`src/rtl/sop_reg_array.sv`:
```
module sop_reg_array #(
  parameter int NIN  = 8,
  parameter int NOUT = 8,
  parameter int TPO  = 8
) (
  input  logic                              clk,
  input  logic                              rst_n,
  input  logic                              prog_en,
  input  logic                              prog_we,
  input  logic [$clog2(NOUT*TPO)-1:0]       prog_row,
  input  logic [2*(NIN+NOUT)-1:0]           prog_bits,
  input  logic [NIN-1:0]                    din,
  input  logic                              oe_n,
  input  logic                              preload_en,
  input  logic [NOUT-1:0]                   pin_in,
  output logic [NOUT-1:0]                   q_pin,
  output logic                              q_drive
);
  localparam int NSIG = NIN + NOUT;
  localparam int NCOL = 2 * NSIG;
  localparam int NROW = NOUT * TPO;

  logic [NROW-1:0][NCOL-1:0] fuse;
  logic [NOUT-1:0] state, next_d;
  logic [NSIG-1:0] sig;
  logic [NCOL-1:0] col;
  logic [NROW-1:0] pterm;

  assign sig = {state, din};

  for (genvar k = 0; k < NSIG; k++) begin : g_col
    assign col[2*k]   = sig[k];
    assign col[2*k+1] = ~sig[k];
  end

  for (genvar r = 0; r < NROW; r++) begin : g_term
    assign pterm[r] = &(col | ~fuse[r]);
  end

  for (genvar j = 0; j < NOUT; j++) begin : g_sum
    assign next_d[j] = |pterm[j*TPO +: TPO];
  end

  always_ff @(posedge clk)
    if (prog_en && prog_we) fuse[prog_row] <= prog_bits;

  always_ff @(posedge clk or negedge rst_n)
    if (!rst_n)          state <= '1;
    else if (preload_en) state <= ~pin_in;
    else                 state <= next_d;

  assign q_pin   = ~state;
  assign q_drive = ~oe_n & ~preload_en;
endmodule

```
`config.mk`:
```
export PLATFORM = sky130hd
export DESIGN_NAME = sop_reg_array
export DESIGN_NICKNAME = d
export VERILOG_FILES = /design/src/rtl/sop_reg_array.sv
export SDC_FILE = /design/constraint.sdc
export NUM_CORES = 2
export LEC_CHECK = 0
export ABC_CLOCK_PERIOD_IN_PS = 5400
export BUFFER_PORTS_ARGS = -buffer_cell sky130_fd_sc_hd__buf_2
export CAP_MARGIN = 20
export CORE_ASPECT_RATIO = 0.5
export CORE_MARGIN = 10
export CORE_UTILIZATION = 37
export DETAILED_ROUTE_END_ITERATION = 10
export PLACE_DENSITY = 0.51
export SLEW_MARGIN = 20
export SYNTH_ARGS = -nofsm -noshare
export SYNTH_HDL_FRONTEND = slang
export SYNTH_SLANG_ARGS = --single-unit
```
`constraint.sdc`:
```
create_clock -name clk -period 5.4 [get_ports clk]
set_input_delay 0.27 -clock clk [delete_from_list [all_inputs] [get_ports clk]]
set_output_delay 0.27 -clock clk [all_outputs]
set_load 0.02 [all_outputs]
```
# == After elaboration in Yosys (flattened, before gate mapping) ==
# Index checks and enable logic that the tools add are counted.
# word_totals
reg_bits,2056
output_inout_bits,9
word_cells,294
# classes
order_cmp,2
muxes,4
bitwise,149
n_reduce_logical,74
# op_table
cell,count
$bwmux W2048,1
$not A32 Y32,64
$or A32 B32 Y32,64
$reduce_and A32 Y1,64
$demux W32 S6,1
$reduce_or A8 Y1,8
$mux W32,1
$not A1 Y1,18
$not A8 Y8,2
$mux W8,1
$lt A6 B7 Y1 const B,1
$ge A6 B1 Y1 const B,1
$logic_and A1 B1 Y1,2
$and A1 B1 Y1,1

# == Logic depth before layout (Yosys ltp) ==
# depth
depth_word,5
depth_mapped,8
depth_no_buf,6

# == Least setup slack after synthesis ==
# OpenSTA, ideal clock, no wires.
# synth_path
path_type,input port to flip-flop
start,input prog_row[1]
end,register fuse[736] in the netlist's numbering (enable)
setup_ns,0.502
arrival_ns,3.747
required_time_ns,4.898
slack_ns,1.151
cell_stages,3
n_path_buf,1
cell_sequence,clkbuf_1 > nand3_1 > nor4_1
# synth_lines
item,line,source
start: declaration,10,"input logic [$clog2(NOUT*TPO)-1:0] prog_row,"
end signal: indexed assignment,45,if (prog_en && prog_we) fuse[prog_row] <= prog_bits;
end: declaration,23,logic [NROW-1:0][NCOL-1:0] fuse;

# == Worst setup path in the final report ==
# layout_path
start,register state[3]
end,register state[5]
# layout_between
elab_chain_len,5
word_cells_on_any_way,19
cone_classes,1 x mux; 9 x bitwise; 9 x reduce/logical
# layout_rtl
item,line,source
start: declaration,24,"logic [NOUT-1:0] state, next_d;"
start signal: assignment,49,else if (preload_en) state <= ~pin_in;
start signal: assignment,50,else state <= next_d;
$not A1 Y1,33,assign col[2*k+1] = ~sig[k];
$or A32 B32 Y32,37,assign pterm[r] = &(col | ~fuse[r]);
$reduce_and A32 Y1,37,
$reduce_or A8 Y1 *,41,assign next_d[j] = |pterm[j*TPO +: TPO];
$mux W8 *,49,
# Mark *: on every way between the ends. The rest lies on a longest branch, timed or not.
# A chain may end at the register's enable or synchronous reset.

==> impl_metrics.yaml <==
power:
  p_seq_share_pct: 55.7
  power_frac_comb_pct: 4.3
  p_sw_share_pct: 21.4
  p_per_area_nw_per_um2: 369
  power.share.clock_pct: 40.0
  leakage_uw: 0.0279
  p_int_uw: 25000
  switching_power_uw: 6810
  p_total_uw: 31800
  ir_drop_v: 0.000313
sta:
  fin_tns_setup_ps: 0
  finClkSkew_ps: 29.0
  final_max_slew_viol_count: 0
  rsz0062_at_grt: "no"
  finalHoldViolations: 0
  worstMarginPinSlew_ps: 1090
  finalSetupViolCount: 0
  fin_crit_ps: 3360
  min_period_over_period_pct: 62.2
  max_freq_mhz: 298
  relSlewSlack_pct: 27.2
cts:
  cts_max_path_buffers: 3
  cts_sinks: 2056
  cts-root-buf: "clkbuf_16"
  clock_latency_ps: 820
  post_cts_resized: 0
  cts_tree: "yes"
  cts_buffers: 187
  path_clk_slew_ps: 60
  postCtsSetupBuffers: 0
  htreeDepth: 4
global_routing:
  grt_use_total_pct: 18.8
  grt_max_degree: 57
  antenna_found_initial: 25
  grt_pass1_vias: 36900
  grt_pass1_wl_mm: 296
  grt_overflow: 0
critical_path:
  critPathKind: "reg -> reg"
  end_kind: "register"
  startpoint: "state[3]"
  path_cells: "buf_4 -> mux2i_1 -> nand4_1 -> nor4_1 -> or4_1 -> o31a_1"
  cp-start-kind: "register"
  cp_max_fo: 33
  cp-endpoint: "state[5]"
  crit_required_ps: 6150
  timing.rr.start: "state[3]"
  reg2regPathDepth: 6
  crit_family: "flip-flops"
  arrival_ps: 4110
  cp_num_buf_inv: 1
  cpPeakStageDelay_ps: 1120
  worst-path-stages: 6
  regToRegEndpoint: "state[5]"
  r2r_slack_ps: 2040
  slowest_stage: "dfstp_4"
drt:
  drtAntennaViolNets: 0
  via_per_inst: 5.42
  dr.pass1.iters: 7
  drtIter0Drc: 4557
  wl_mm: 216
  vias: 37800
  remaining_drc_errors: 0
  routedWlPerCell_um: 31.0
die:
  start_util_pct: 37.3
  die_h_um: 341
  core-area_um2: 204000
  num_rows: 117
  die_area_um2: 226000
  die_x_um: 662
  pin_count: 69
placed_design:
  place_inst: 6602
  place_hpwl_mm: 110
  gp_congestion: 0.762
  portBuffers: 68
min_path:
  hp-class: "in -> reg"
synthesis:
  synth_cells: 3803
  synth_area_um2: 76200
  netlist-cell-type-count: 27
  syn_avg_cell_area_um2: 20.0
  yosys_warnings: 0
  ys_seq_elements: 2056
  yosysSeqAreaShare_pct: 81.0
  synth_nets: 3863
finish:
  areaGrowthSynthToFinish_pct: 13.2
  final_core_util_pct: 42.3
  layout.cells.non_filler: 6965
  drive_above_1_share_pct: 15.3
  nNetsFinal: 4129
  final_common_cell: "edfxtp_1"
  final_cell_mix: "edfxtp_1 (2,048), mux2i_1 (768), clkbuf_16 (193)"
run:
  drv_cap: 0
run_status:
  status: "finished clean"
[state kept, by name, summed over array words and instances, names as in the netlist]
register  cells
fuse       2048
state         8
[routing by layer]
metal	routed length (um)	track usage (%)	part of all wire, %
met1	95500	27.0	44
met2	98900	29.3	46
met3	16600	3.51	7.7
met4	5180	5.04	2.4
met5	0	0	0
[synth_stat cells]
cell type / n / area (um^2)
and3_1: 3 / 18.8
mux2_1: 1 / 11.3
buf_8: 3 / 45.0
o31a_1: 8 / 70.1
nand4_1: 128 / 801
buf_6: 26 / 293
clkbuf_2: 2 / 10.0
or4_1: 16 / 120
a211oi_1: 128 / 961
nor4_1: 65 / 407
buf_2: 30 / 150
edfxtp_1: 2048 / 61500
nor3_1: 1 / 5.00
nor2b_1: 130 / 813
dfstp_2: 8 / 210
buf_4: 74 / 556
mux2_2: 127 / 1430
or3b_2: 2 / 17.5
nand2b_1: 1 / 6.26
inv_1: 8 / 30.0
mux2i_1: 768 / 7690
nand3b_1: 3 / 22.5
nand2_1: 17 / 63.8
nor2_1: 65 / 244
nand3_1: 131 / 656
clkbuf_1: 8 / 30.0
or3_1: 2 / 12.5
[repair_timing]
| action | 4_1_cts | 5_1_grt |
|---|---|---|
| endpoints found under the hold margin | 173 | 0 |
| hold buffers | 15 | 0 |
| endpoints found under the setup margin | 0 | 0 |
[cells by family after synthesis]
kind of cell | synth area share [%]
and+or+nand+nor | 4.18
buffers and inverters | 1.46
DFF | 81.0
muxes | 12.0
AOI/OAI and AO/OA | 1.35
[metrics by stage]
stage	hold WS (ps)	worst slack, ps	area (um^2)
after floorplan	122	1150	76200
after global placement	591	2120	80300
after detailed placement	597	2080	80300
after CTS	0.232	2040	86200
after global routing	17.1	1990	86200
final	29.8	2040	86300
[worst min-delay path by stage]
| stage | from | end | cells past startpoint |
|---|---|---|---|
| floorplan | rst_n | state[0] | 0 |
| global placement | pin_in[2] | state[2] | 3 |
| detailed placement | pin_in[2] | state[2] | 3 |
| CTS | prog_bits[30] | fuse[1406] | 1 |
| global route | prog_bits[30] | fuse[638] | 1 |
| finish | prog_bits[0] | fuse[608] | 1 |
[worst reg2reg max path: cells and delay by family, from the launching register on]
family                 cells  cell delay [ps]
AOI/OAI and AO/OA          1              350
buffers and inverters      1              600
DFF                        1             1120
muxes                      1              180
and+or+nand+nor            3             1060
[area by class of cell]
type / count / area (um^2)
inverter: 8 / 30.0
timing repair buffer: 220 / 1740
fill: 17900 / 118000
antenna: 8 / 20.0
clock inverter: 105 / 757
tap: 2737 / 3420
sequential: 2056 / 61700
clock buffer: 235 / 4990
multi-input combinational: 1596 / 13600
[power by group through the flow]
stage / combinational, uW / sequential (uW) / clock [uW]
floorplan: 598 / 18000 / 0
global placement: 1360 / 18100 / 0
detailed placement: 1370 / 18100 / 0
CTS: 1380 / 17700 / 13000
global route: 1420 / 17700 / 13600
finish: 1370 / 17700 / 12700
(Power assumes the default switching activity.)
